`src/rtl/gpe_hp_pkg.sv`:
```
// Shared constants for the hotplug event block.
// Assumes a 16-bit status/enable pair split into two byte lanes.
package gpe_hp_pkg;
    localparam int GPE_W    = 16;
    localparam int LANE_W   = 8;
    localparam int N_LANES  = GPE_W / LANE_W;
    localparam int WORD_W   = 32;
    localparam int EJ_IDX_W = $clog2(WORD_W);

    typedef enum logic [1:0] {
        W_INSERTED = 2'd0,
        W_REMOVED  = 2'd1,
        W_EJECT    = 2'd2,
        W_SPARE    = 2'd3
    } word_sel_e;
endpackage

```
`src/rtl/gpe_byte_regs.sv`:
```
// Event status (write-1-to-clear) and enable (replace) registers, byte lanes.
// Assumes addresses 0..N_LANES-1 map status lanes, the next N_LANES map enable lanes.
// A hotplug set of status bit HP_BIT wins over a same-cycle clear.
module gpe_byte_regs
    import gpe_hp_pkg::*;
#(
    parameter int HP_BIT = 1
) (
    input  logic              clk,
    input  logic              rst_n,
    input  logic              we,
    input  logic [1:0]        addr,
    input  logic [LANE_W-1:0] wdata,
    input  logic              hp_set,
    output logic [GPE_W-1:0]  sts,
    output logic [GPE_W-1:0]  en,
    output logic [LANE_W-1:0] rdata
);
    localparam int HP_LANE = HP_BIT / LANE_W;
    localparam int HP_POS  = HP_BIT % LANE_W;

    for (genvar ln = 0; ln < N_LANES; ln++) begin : g_lane
        logic [LANE_W-1:0] sts_nxt;

        // Next status lane: clear written ones, then apply the hotplug set
        always_comb begin
            sts_nxt = sts[ln*LANE_W +: LANE_W];
            if (we && addr == 2'(ln))
                sts_nxt = sts_nxt & ~wdata;
            if (hp_set && ln == HP_LANE)
                sts_nxt[HP_POS] = 1'b1;
        end

        // Status lane register
        always_ff @(posedge clk) begin
            if (!rst_n) sts[ln*LANE_W +: LANE_W] <= '0;
            else        sts[ln*LANE_W +: LANE_W] <= sts_nxt;
        end

        // Enable lane register: full replace on a matching write
        always_ff @(posedge clk) begin
            if (!rst_n)
                en[ln*LANE_W +: LANE_W] <= '0;
            else if (we && addr == 2'(N_LANES + ln))
                en[ln*LANE_W +: LANE_W] <= wdata;
        end
    end

    // Byte read multiplexer
    always_comb begin
        case (addr)
            2'd0:    rdata = sts[LANE_W-1:0];
            2'd1:    rdata = sts[GPE_W-1:LANE_W];
            2'd2:    rdata = en[LANE_W-1:0];
            default: rdata = en[GPE_W-1:LANE_W];
        endcase
    end
endmodule

```
`src/rtl/slot_mask_regs.sv`:
```
// Inserted/removed slot masks. A hotplug request wipes both masks and
// records one slot; it overrides a software write in the same cycle.
// Assumes NUM_SLOTS <= WORD_W and NUM_SLOTS a power of two.
module slot_mask_regs
    import gpe_hp_pkg::*;
#(
    parameter int NUM_SLOTS = 32,
    parameter int SLOT_W    = $clog2(NUM_SLOTS)
) (
    input  logic                 clk,
    input  logic                 rst_n,
    input  logic                 we_ins,
    input  logic                 we_rem,
    input  logic [WORD_W-1:0]    wdata,
    input  logic                 hp_valid,
    input  logic [SLOT_W-1:0]    hp_slot,
    input  logic                 hp_insert,
    output logic [NUM_SLOTS-1:0] ins_mask,
    output logic [NUM_SLOTS-1:0] rem_mask
);
    logic [NUM_SLOTS-1:0] slot_bit;

    // One-hot decode of the requested slot
    always_comb slot_bit = NUM_SLOTS'(1) << hp_slot;

    // Inserted mask update
    always_ff @(posedge clk) begin
        if (!rst_n)        ins_mask <= '0;
        else if (hp_valid) ins_mask <= hp_insert ? slot_bit : '0;
        else if (we_ins)   ins_mask <= wdata[NUM_SLOTS-1:0];
    end

    // Removed mask update
    always_ff @(posedge clk) begin
        if (!rst_n)        rem_mask <= '0;
        else if (hp_valid) rem_mask <= hp_insert ? '0 : slot_bit;
        else if (we_rem)   rem_mask <= wdata[NUM_SLOTS-1:0];
    end
endmodule

```
`src/rtl/eject_encoder.sv`:
```
// Turns an eject write into a one-cycle strobe carrying the index of the
// lowest set bit. A zero word gives no strobe.
module eject_encoder
    import gpe_hp_pkg::*;
(
    input  logic                clk,
    input  logic                rst_n,
    input  logic                fire,
    input  logic [WORD_W-1:0]   wdata,
    output logic                eject_valid,
    output logic [EJ_IDX_W-1:0] eject_slot
);
    logic [EJ_IDX_W-1:0] low_idx;

    // Lowest set bit search: scanning downward leaves the lowest hit
    always_comb begin
        low_idx = '0;
        for (int i = WORD_W - 1; i >= 0; i--)
            if (wdata[i]) low_idx = EJ_IDX_W'(i);
    end

    // Strobe and index registers
    always_ff @(posedge clk) begin
        if (!rst_n) begin
            eject_valid <= 1'b0;
            eject_slot  <= '0;
        end else begin
            eject_valid <= fire && (wdata != '0);
            if (fire) eject_slot <= low_idx;
        end
    end
endmodule

```
`src/rtl/gpe_hotplug_regs.sv`:
```
// Top of the hotplug event block: byte-lane event registers, word-port slot
// masks and eject register, and the registered event interrupt pulse.
// Assumes at most one hotplug request per cycle.
module gpe_hotplug_regs
    import gpe_hp_pkg::*;
#(
    parameter int NUM_SLOTS = 32,
    parameter int SLOT_W    = $clog2(NUM_SLOTS),
    parameter int HP_BIT    = 1
) (
    input  logic                clk,
    input  logic                rst_n,
    input  logic                bb_we,
    input  logic [1:0]          bb_addr,
    input  logic [7:0]          bb_wdata,
    output logic [7:0]          bb_rdata,
    input  logic                wd_we,
    input  logic [1:0]          wd_word,
    input  logic [31:0]         wd_wdata,
    output logic [31:0]         wd_rdata,
    input  logic                hp_valid,
    input  logic [SLOT_W-1:0]   hp_slot,
    input  logic                hp_insert,
    output logic                sci_irq,
    output logic                eject_valid,
    output logic [4:0]          eject_slot
);
    logic [GPE_W-1:0]     gpe_sts;
    logic [GPE_W-1:0]     gpe_en;
    logic [NUM_SLOTS-1:0] ins_mask;
    logic [NUM_SLOTS-1:0] rem_mask;
    logic                 we_ins, we_rem, we_ej;

    // Word port write decode
    always_comb begin
        we_ins = wd_we && (wd_word == W_INSERTED);
        we_rem = wd_we && (wd_word == W_REMOVED);
        we_ej  = wd_we && (wd_word == W_EJECT);
    end

    gpe_byte_regs #(.HP_BIT(HP_BIT)) u_bytes (
        .clk(clk), .rst_n(rst_n), .we(bb_we), .addr(bb_addr),
        .wdata(bb_wdata), .hp_set(hp_valid),
        .sts(gpe_sts), .en(gpe_en), .rdata(bb_rdata)
    );

    slot_mask_regs #(.NUM_SLOTS(NUM_SLOTS), .SLOT_W(SLOT_W)) u_masks (
        .clk(clk), .rst_n(rst_n), .we_ins(we_ins), .we_rem(we_rem),
        .wdata(wd_wdata), .hp_valid(hp_valid), .hp_slot(hp_slot),
        .hp_insert(hp_insert), .ins_mask(ins_mask), .rem_mask(rem_mask)
    );

    eject_encoder u_eject (
        .clk(clk), .rst_n(rst_n), .fire(we_ej), .wdata(wd_wdata),
        .eject_valid(eject_valid), .eject_slot(eject_slot)
    );

    // Word read multiplexer; eject and spare read as zero
    always_comb begin
        case (wd_word)
            W_INSERTED: wd_rdata = WORD_W'(ins_mask);
            W_REMOVED:  wd_rdata = WORD_W'(rem_mask);
            default:    wd_rdata = '0;
        endcase
    end

    // Interrupt pulse: one cycle per request when the event is enabled
    always_ff @(posedge clk) begin
        if (!rst_n) sci_irq <= 1'b0;
        else        sci_irq <= hp_valid && gpe_en[HP_BIT];
    end
endmodule

```
`config.mk`:
```
export PLATFORM = sky130hd
export DESIGN_NAME = gpe_hotplug_regs
export DESIGN_NICKNAME = d
export VERILOG_FILES = /design/src/rtl/gpe_hp_pkg.sv /design/src/rtl/gpe_byte_regs.sv /design/src/rtl/slot_mask_regs.sv /design/src/rtl/eject_encoder.sv /design/src/rtl/gpe_hotplug_regs.sv
export SDC_FILE = /design/constraint.sdc
export NUM_CORES = 1
export LEC_CHECK = 0
export ABC_AREA = 0
export BUFFER_PORTS_ARGS = -buffer_cell sky130_fd_sc_hd__buf_2
export CAP_MARGIN = 15
export CORE_UTILIZATION = 51
export DETAILED_ROUTE_END_ITERATION = 16
export GPL_TIMING_DRIVEN = 0
export PLACE_DENSITY = 0.78
export SKIP_LAST_GASP = 1
export SLEW_MARGIN = 40
export SYNTH_ARGS = -nofsm -noshare
export SYNTH_HDL_FRONTEND = slang
export SYNTH_HIERARCHICAL = 1
export SYNTH_SLANG_ARGS = --single-unit
export TNS_END_PERCENT = 50
```
`constraint.sdc`:
```
create_clock -name clk -period 1.5 [get_ports clk]
set_input_delay 0.15 -clock clk [delete_from_list [all_inputs] [get_ports clk]]
set_output_delay 0.15 -clock clk [all_outputs]
set_load 0.05 [all_outputs]
```
; Word level (Yosys, flattened, before mapping)
; Cells that the tools add are included.
[op_classes]
n_addsub = 0
n_mul = 0
div_mod_pow = 0
magnitude_cmp = 0
eq_ne = 5
shift = 1
n_mux = 42
bitwise = 3
n_reduce_logical = 15
[ops]
columns = cell, n
row1 = 32-bit two-way mux, 6
row2 = 5-bit two-way mux, 32
row3 = 32-bit case mux with 2 select lines, 1
row4 = 32-bit nonzero test, 1
row5 = 1-bit by 5-bit << shifter with 32-bit output (first input constant), 1
row6 = 8-bit case mux with 3 select lines, 1
row7 = 8-bit AND, 2
row8 = 1-bit logical AND, 9
row9 = 8-bit inverter, 1
row10 = 2-bit equality test (second input constant), 3
row11 = 2-bit nonzero test, 3
row12 = 2-bit by 1-bit equality test with 1-bit output (second input constant), 2
row13 = 2-bit logical NOT, 2
row14 = 2-bit two-way mux, 1
row15 = 1-bit two-way mux, 1
[totals]
ff_bits = 103
latchBits = 0
ramBits = 0
mem_bits_ro = 0
output_inout_bits = 47
n_memories = 0

; Longest topological paths before layout
; Gate-level depths: netlist (run 1).
[depth]
word_depth = 32
mapped_depth = 8
depth_no_buf = 5

; Cells and area by module
; The synthesis (run 1) kept the hierarchy.
[modules_own_cells]
columns = module, n_inst, cells_each, area_each_um2, seq_area_each_um2
row1 = slot_mask_regs, 1, 321, 3086.7, 1281.2
row2 = gpe_byte_regs, 1, 126, 1338.8, 640.6
row3 = gpe_hotplug_regs, 1, 77, 580.6, 20.0
row4 = eject_encoder, 1, 84, 560.5, 120.1

; Least setup slack after synthesis (run 1)
; Ideal clock, no wire load.
[synth_timing]
kind = input -> register
from = in wd_word[0]
to = reg u_masks.ins_mask[0]
setup_time_ns = 0.060
arrival_ns = 1.511
required_time_ns = 1.440
path_slack_ns = -0.071
path_stages = 7
cell_sequence = buf_6 buf_12 nor3b_1 clkbuf_1 clkbuf_1 clkbuf_1 o311a_1
[synth_between]
elab_chain_len = 3
[synth_lines]
columns = element, line
row1 = start: declaration, gpe_hotplug_regs.sv:18  ; input logic [1:0] wd_word,
row2 = 2-bit logical NOT, gpe_hotplug_regs.sv:36  ; we_ins = wd_we && (wd_word == W_INSERTED);
row3 = 1-bit logical AND, gpe_hotplug_regs.sv:36
row4 = named net we_ins, gpe_hotplug_regs.sv:32  ; logic we_ins, we_rem, we_ej;
row5 = 2-bit nonzero test (no line), --
row6 = end signal: assignment, slot_mask_regs.sv:29  ; else if (hp_valid) ins_mask <= hp_insert ? slot_bit : '0;
row7 = end signal: assignment, slot_mask_regs.sv:30  ; else if (we_ins) ins_mask <= wdata[NUM_SLOTS-1:0];
row8 = end: declaration, slot_mask_regs.sv:18  ; output logic [NUM_SLOTS-1:0] ins_mask,
; The timed path passes the listed nets, and every way through them passes these cells.
; A chain may end at the register's enable or synchronous reset.

; Final worst setup path (run 1)
[layout_timing]
from = reg u_bytes.en[12]
to = out bb_rdata[4]
[layout_between]
elab_chain_len = 1
[layout_lines]
columns = element, line
row1 = start: declaration, gpe_byte_regs.sv:16  ; output logic [GPE_W-1:0] en,
row2 = start signal: indexed assignment, gpe_byte_regs.sv:45  ; en[ln*LANE_W +: LANE_W] <= wdata;
row3 = 8-bit case mux with 3 select lines, gpe_byte_regs.sv:51  ; case (addr)
row4 = end: declaration, gpe_hotplug_regs.sv:16  ; output logic [7:0] bb_rdata,
; Every way passes these cells.

==> results of run 1 <==
==> stage by stage <==
step           total power, mW  setup WS, ns
5_1_grt                  6.069      -0.07462
2_1_floorplan            3.686      -0.03619
6_report                 5.864      -0.05538
3_5_place_dp             4.074       -0.6206
4_1_cts                  5.838      -0.08506
3_3_place_gp             4.045       -0.5594
==> sequential cells by signal (all words and copies together), names as in the netlist <==
signal and flops:
u_masks/rem_mask 32, sci_irq 1, u_eject/eject_slot 5, u_eject/eject_valid 1, u_bytes/en 16, u_masks/ins_mask 32
u_bytes/sts 16
==> repair_timing <==
item,CTS,global route
gates resized for setup,4,31
endpoints found under the setup margin,38,39
endpoints found under the hold margin,16,0
hold buffers,8,0
==> Yosys cell counts, types with 2 or more instances <==
cell type,count
a21oi_1,21
and3b_1,2
nand3b_1,2
nor2_1,46
nand3_1,6
dfxtp_1,103
buf_1,5
nand2_1,44
or4b_1,3
inv_1,8
o21ai_1,3
buf_6,4
a2111oi_0,2
buf_2,8
mux4_2,8
or4_4,4
nand4bb_1,6
o21ai_0,4
nor4_1,7
mux2i_1,48
o31ai_1,3
clkbuf_1,41
buf_12,3
nor3_1,6
nor2b_1,65
o22ai_1,64
or3_1,2
nand4b_1,4
a221oi_1,2
o311a_1,64
==> how the worst min path moves through the flow <==
stage	end	start	cells past startpoint
after floorplan	u_bytes/sts[13]	bb_wdata[5]	1
after global placement	u_bytes/sts[5]	bb_wdata[5]	2
after detailed placement	u_bytes/sts[7]	bb_wdata[7]	2
after CTS	u_bytes/sts[1]	hp_valid	3
after global routing	sci_irq	hp_valid	2
final	sci_irq	hp_valid	2
==> cell type report <==
cell class	instances	area, um^2	share of cell area, %
clock inverter	7	81.33	1.235
clock buffer	9	123.9	1.881
inverter	8	30.03	0.4561
timing repair buffer	107	625.6	9.502
tap	136	170.2	2.585
multi-input combinational	435	3151	47.85
sequential	103	2063	31.34
buffer	62	339.1	5.150
==> kinds of logic after synthesis <==
family          count (synthesis)  synth area share, %
simple gates                  207                21.13
buf+inv                        70                6.384
compound gates                172                23.58
flops                         103                37.04
mux                            56                11.87
==> power by group <==
part           switching (mW)  internal, mW  total (mW)
Sequential             0.0602          2.85        2.91
Clock                    1.13         0.667        1.80
Combinational           0.745         0.411        1.16
Total                    1.94          3.93        5.86
==> routing by layer <==
layer / share of wire, % / up-vias
met2: 46 / 301
met4: 3.3 / 0
met1: 42 / 2660
met5: 0 / -
met3: 8.1 / 48
li1: - / 2555
==> impl_metrics.json, run 1 <==
{
  "syn_inst": 608,
  "drive_above_1_share_pct": 22.02,
  "crit_path_end_kind": "primary output",
  "startpoint_type": "flip-flop",
  "ir_drop_mv": 0.5720,
  "wl_um": 18060,
  "cp.arrival_ns": 1.41,
  "min_period_ns": 1.555,
  "syn_to_final_growth_pct": 18.27,
  "skew_ns": 0.0004569,
  "ys_ff_latch": 103,
  "violations": "negative setup slack",
  "synth_top_cell_by_area": "dfxtp_1",
  "fin_crit_sh_pct": 103.7,
  "grt_pass1_wl_um": 27790,
  "wl_per_cell_um": 20.83,
  "dp_cells": 843,
  "h-tree-depth": 3,
  "fillCellCount": 915,
  "dr.pass1.iters": 5,
  "grt.total_usage_pct": 31.83,
  "drv_cap": 0,
  "synth_cell_type_count": 50,
  "gr-usage-met2_pct": 50.19,
  "ios": 102,
  "gp_congestion": 0.9373,
  "syn-num-nets": 663,
  "ant_nets": 0,
  "cp_data_required_time_ns": 1.35,
  "rsz0062_at_grt": "yes",
  "fin_nets": 781,
  "syn_area_um2": 5567,
  "die_area_um2": 11340,
  "insertion_delay_ns": 0.39,
  "crit_fanout": 2,
  "cp_cell_sequence": "mux4_2, buf_6",
  "status": "finished with violations",
  "root_buffer": "clkbuf_8",
  "critPathLaunch": "u_bytes/en[12]",
  "cts_tree": "built",
  "diodes": 0,
  "row_count": 37,
  "critPathBufInv": 1,
  "slew_violations": 0,
  "finalSetupViolCount": 12,
  "fin_cells": 867,
  "ys_seq_area_share_pct": 37.04,
  "grt_use_met3_pct": 5.763,
  "synth_top_area_share_pct": 37.04,
  "viasPerCell": 6.418,
  "dp_hpwl_um": 13290,
  "p_leak_nw": 2.901,
  "utilization_pct": 62.93,
  "clock-sinks": 103,
  "gr-total-overflow": 0,
  "coreArea_um2": 10460,
  "first_iter_violations": 597,
  "ff2ff_setup_slack_ns": 0.69,
  "max_slew_margin_pct": 48.23,
  "power.density_nw_per_um2": 890.6,
  "grt_pass1_vias": 5276,
  "max_freq_ghz": 0.6429,
  "vias": 5564,
  "critPathTopFamily": "multiplexers",
  "synthTopCellsByArea": "dfxtp_1 (37%), o311a_1 (12%), mux2i_1 (8.6%)",
  "antenna_found_initial": 0,
  "cts_max_path_buffers": 2,
  "worstMarginPinSlew_ns": 0.7570,
  "placed_area_um2": 6237,
  "path_class": "flip-flop to primary output",
  "r2r-end": "u_eject/eject_slot[1]",
  "whs_ns": 0.03254,
  "die_x_um": 106.5,
  "drc": 0,
  "final_common_cell": "dfxtp_1",
  "path_depth": 2,
  "post_cts_buffers": 0,
  "finalInstanceArea_um2": 6584,
  "hold_violations": 0,
  "r2r-start": "u_eject/eject_slot[1]",
  "io_buffers": 99,
  "avgSynthCellArea_um2": 9.156,
  "synthFlopType": "dfxtp_1",
  "async_flop_share_pct": 0,
  "grt_max_degree": 22,
  "grt_util_met1_pct": 42.27,
  "hp-class": "primary input to flip-flop",
  "ys.warnings.count": 6,
  "reg2regPathDepth": 3,
  "final_cell_mix": "dfxtp_1 (102), buf_2 (99), nor2b_1 (65)",
  "cts_buffers": 9,
  "clk_pin_slew_worst_paths_ns": 0.12,
  "crit_end": "bb_rdata[4]",
  "gr-max-usage-layer": "met2",
  "start_util_pct": 53.20,
  "slowest_delay_ns": 0.50,
  "die_h_um": 106.5,
  "setup_ws_ns": -0.05538,
  "synth_edf_count": 0,
  "slowest_stage": "mux4_2",
  "setup_tns_ns": -0.2829
}
No activity file was read; power rests on OpenSTA's default activity.
==> run 2, diff against run 1 <==
Settings changed: MAX_ROUTING_LAYER set to met4.
==> run 2 against run 1 <==
The flow still finishes with violations (negative setup slack). Non-clock buffer count did not move. Critical path depth unchanged. Clock skew is essentially flat. Final area shrank 0.27%. Clock power fell by 6%. Largest power group unchanged.
==> impl_metrics.json, run 2 (synthesized netlist as in run 1, its figures left out) <==
{
  "io_buffers": 99,
  "rsz0062_at_grt": "yes",
  "clk_pin_slew_worst_paths_ns": 0.10,
  "row_count": 37,
  "cts_max_path_buffers": 2,
  "drive_above_1_share_pct": 22.16,
  "wl_um": 18180,
  "p_leak_nw": 2.892,
  "cts_buffers": 9,
  "ir_drop_mv": 0.5260,
  "dp_cells": 843,
  "critPathTopFamily": "multiplexers",
  "hold_violations": 0,
  "whs_ns": 0.05214,
  "finalSetupViolCount": 7,
  "drc": 0,
  "grt_max_degree": 20,
  "top_regs": "u_masks/ins_mask x32, u_masks/rem_mask x32",
  "setup_tns_ns": -0.1382,
  "power.density_nw_per_um2": 878.6,
  "final_cell_mix": "buf_2 (101), dfxtp_1 (100), nor2b_1 (65)",
  "finalInstanceArea_um2": 6566,
  "hp-class": "primary input to flip-flop",
  "fin_crit_sh_pct": 103.1,
  "die_area_um2": 11340,
  "placed_area_um2": 6237,
  "syn_to_final_growth_pct": 17.96,
  "cts_tree": "built",
  "final_common_cell": "buf_2",
  "min_period_ns": 1.547,
  "violations": "negative setup slack",
  "path_class": "flip-flop to primary output",
  "gp_congestion": 0.9634,
  "gr-total-overflow": 0,
  "dr.pass1.iters": 14,
  "viasPerCell": 6.419,
  "p_total_mw": 5.769,
  "ant_nets": 0,
  "vias": 5565,
  "grt_pass1_wl_um": 27880,
  "cp_cell_sequence": "mux4_2, buf_2",
  "slew_violations": 0,
  "critPathBufInv": 1,
  "grt_pass1_vias": 5247,
  "die_x_um": 106.5,
  "clock-sinks": 103,
  "ios": 102,
  "dp_hpwl_um": 13270,
  "dp_slack_ns": -0.6042,
  "root_buffer": "clkbuf_8",
  "utilization_pct": 62.76,
  "diodes": 0,
  "slowest_stage": "mux4_2",
  "slowest_delay_ns": 0.47,
  "max_freq_ghz": 0.6463,
  "drv_cap": 0,
  "fin_cells": 867,
  "max_slew_margin_pct": 47.36,
  "crit_fanout": 2,
  "insertion_delay_ns": 0.37,
  "status": "finished with violations",
  "grt.total_usage_pct": 33.00,
  "fin_nets": 781,
  "fillCellCount": 906,
  "wl_per_cell_um": 20.97,
  "setup_ws_ns": -0.04719,
  "worstMarginPinSlew_ns": 0.7697,
  "antenna_found_initial": 0,
  "h-tree-depth": 3,
  "cp.arrival_ns": 1.40,
  "start_util_pct": 53.20,
  "first_iter_violations": 519,
  "startpoint_type": "flip-flop",
  "coreArea_um2": 10460,
  "die_h_um": 106.5,
  "crit_path_end_kind": "primary output",
  "skew_ns": 0.0001876,
  "cp_data_required_time_ns": 1.35
}
run 2: cell count changes in the layout (fill, tap and decap cells not counted), sizes merged:
cell,before,now
buf,120,121
clkinv,4,3
clkinvlp,0,1
clkbuf,50,49
run 2: routing by layer:
layer  global-route usage (%)  share of wire [%]  routed length (um)
met2                    51.02                 46                8415
met4                    11.35                2.8                 507
met1                    41.35                 41                7400
met5                        -                  0                   0
met3                    9.381                 10                1854
run 2: layout make-up:
type | instances | area, um^2 | share of cell area (%)
plain buffers | 61 | 332.8 | 5.069
clock buffers | 9 | 123.9 | 1.886
clock inverters | 7 | 66.31 | 1.010
inverters | 8 | 30.03 | 0.4573
multi-input cells | 435 | 3149 | 47.96
flip-flops and latches | 103 | 2066 | 31.46
well taps | 136 | 170.2 | 2.591
repair buffers | 108 | 628.1 | 9.566
run 2: worst register-to-register path, stage by stage, from the launching register on:
cell and delay [ns]:
dfxtp_1 0.35, inv_1 0.04, o21ai_0 0.19, o2bb2ai_1 0.15
run 2: path summary, 6_finish.rpt:
| kind | start | endpoint | slack (ns) | cells past startpoint |
|---|---|---|---|---|
| setup / recovery | u_bytes/en[14] | bb_rdata[6] | -0.05 | 2 |
| hold / removal | hp_valid | sci_irq | 0.05 | 2 |
| setup reg to reg | u_eject/eject_slot[1] | u_eject/eject_slot[1] | 0.70 | 3 |
| hold reg to reg | u_bytes/sts[6] | u_bytes/sts[6] | 0.44 | 2 |
run 2: repair_timing:
item                                    4_1_cts  5_1_grt
buffers inserted                              0        1
endpoints found under the setup margin       38       69
hold buffers                                  8        0
gates resized for setup                       2       29
endpoints found under the hold margin        16        0
pin swaps                                     0        0
run 2: where the power goes:
| group | total, mW | switching (mW) | internal, mW |
|---|---|---|---|
| combinational | 1.16 | 0.748 | 0.409 |
| clock | 1.70 | 1.06 | 0.642 |
| sequential | 2.91 | 0.0611 | 2.85 |
| total | 5.77 | 1.87 | 3.90 |
==> run 3, diff against run 2 <==
Settings changed: ABC_CLOCK_PERIOD_IN_PS set to 1550, CORE_UTILIZATION 51 to 52, CTS_CLUSTER_SIZE set to 16, PLACE_DENSITY 0.78 to 0.76.
Clock period 1.5 ns to 1.55 ns, I/O delays scaled along.
==> run 3 against run 2 <==
The run still ends with negative setup slack left. Clock power about the same. Worst setup slack improved by 0.019 ns. Sequential cell count unchanged. Highest routed layer unchanged.
==> impl_metrics.json, run 3 (synthesized netlist as in run 1, its figures left out) <==
{
  "dp_hpwl_um": 13110,
  "hp-start": "hp_valid",
  "cts_max_path_buffers": 2,
  "skew_ns": 0.002869,
  "antenna_found_initial": 0,
  "drc": 0,
  "finalInstanceArea_um2": 6519,
  "die_area_um2": 11120,
  "setup_ws_ns": -0.02856,
  "fillCellCount": 902,
  "crit_path_end_kind": "primary output",
  "drv_cap": 0,
  "ant_nets": 0,
  "finalSetupViolCount": 2,
  "grt.total_usage_pct": 33.01,
  "cts_tree": "built",
  "grt_pass1_wl_um": 27750,
  "first_iter_violations": 419,
  "final_cell_mix": "buf_2 (107), dfxtp_1 (103), nor2b_1 (65)",
  "fin_crit_sh_pct": 101.8,
  "grt_util_met1_pct": 43.67,
  "max_freq_ghz": 0.6335,
  "dp_cells": 843,
  "cp.arrival_ns": 1.42,
  "gr-total-overflow": 0,
  "clk_pin_slew_worst_paths_ns": 0.11,
  "syn_to_final_growth_pct": 17.10,
  "ff2ff_setup_slack_ns": 0.75,
  "ios": 102,
  "vias": 5512,
  "violations": "negative setup slack",
  "slew_violations": 0,
  "grt_pass1_vias": 5304,
  "gr-max-usage-layer": "met2",
  "wl_per_cell_um": 20.25,
  "drive_above_1_share_pct": 21.64,
  "max_slew_margin_pct": 60.86,
  "h-tree-depth": 3,
  "reg2regPathDepth": 1,
  "die_x_um": 105.5,
  "placed_area_um2": 6232,
  "r2r-start": "u_masks/rem_mask[10]",
  "grt_max_degree": 20,
  "min_period_ns": 1.579,
  "diodes": 0,
  "r2r-end": "u_masks/rem_mask[10]",
  "grt_use_met3_pct": 4.638,
  "io_buffers": 99,
  "ir_drop_mv": 0.4811,
  "dr.pass1.iters": 12,
  "crit_fanout": 2,
  "rsz0062_at_grt": "yes",
  "hp-class": "primary input to flip-flop",
  "cts_buffers": 9,
  "fin_cells": 866,
  "hold_violations": 0,
  "power.density_nw_per_um2": 859.9,
  "root_buffer": "clkbuf_8",
  "die_h_um": 105.5,
  "post_cts_buffers": 0,
  "startpoint_type": "flip-flop",
  "wl_um": 17530,
  "row_count": 37,
  "whs_path_depth": 3,
  "start_util_pct": 53.68,
  "clock-sinks": 103,
  "gp_congestion": 0.9698,
  "worst_hold_path.endpoint": "u_bytes/sts[1]",
  "worstMarginPinSlew_ns": 0.5723,
  "top_regs": "u_masks/ins_mask x32, u_masks/rem_mask x32",
  "cp_data_required_time_ns": 1.39,
  "path_class": "flip-flop to primary output",
  "status": "finished with violations",
  "gr-usage-met2_pct": 49.58,
  "setup_tns_ns": -0.03480,
  "p_leak_nw": 2.882,
  "viasPerCell": 6.365,
  "coreArea_um2": 10370,
  "insertion_delay_ns": 0.37,
  "final_common_cell": "buf_2",
  "fin_nets": 780
}
## run 3: area by class of cell
cell class,instances,area [um^2],area share (%)
Timing Repair Buffer,107,575.6,8.829
Sequential cell,103,2062,31.63
Tap cell,136,170.2,2.610
Inverter,8,30.03,0.4607
Buffer,61,332.8,5.106
Multi-Input combinational cell,435,3149,48.31
Clock buffer,10,137.6,2.111
Clock inverter,6,61.31,0.9405
## run 3: repair_timing
action | CTS | global route
hold endpoints to repair | 16 | 0
endpoints found under the setup margin | 66 | 47
hold buffers | 8 | 0
resized for setup | 5 | 8
## run 3: power by group
part           internal [mW]  switching [mW]
registers               2.76          0.0573
clock network          0.668            1.02
logic                  0.390           0.714
## run 3: per-layer routing
layer | part of all wire (%) | vias up
met5 | 0 | -
met1 | 44 | 2622
met4 | 4.2 | 0
met3 | 7.0 | 58
li1 | - | 2552
met2 | 45 | 280
## run 3: stage by stage
stage / total power, mW / utilization, % / hold slack, ns / setup WS [ns]
floorplan: 3.566 / - / 0.2420 / -0.02586
global placement: 3.908 / 60.10 / 0.3550 / -0.4914
detailed placement: 3.937 / 60.10 / 0.3614 / -0.5845
CTS: 5.603 / 62.81 / 0.05134 / -0.1146
global route: 5.817 / 62.86 / 0.06093 / -0.06170
finish: 5.606 / 62.86 / 0.05806 / -0.02856
## run 3: how the worst max path moves through the flow
stage,slack (ns),cells past startpoint,startpoint,to
after floorplan,-0.03,7,wd_word[0],u_masks/ins_mask[0]
after global placement,-0.49,7,wd_word[0],u_masks/ins_mask[22]
after detailed placement,-0.58,7,wd_word[0],u_masks/rem_mask[15]
after CTS,-0.11,7,wd_word[0],u_masks/ins_mask[31]
after global routing,-0.06,2,u_bytes/en[8],bb_rdata[0]
final,-0.03,2,u_bytes/en[8],bb_rdata[0]
## run 3: critical path: stages, from the launching register on
cell and delay [ns]:
dfxtp_1 0.33, mux4_2 0.49, buf_2 0.23
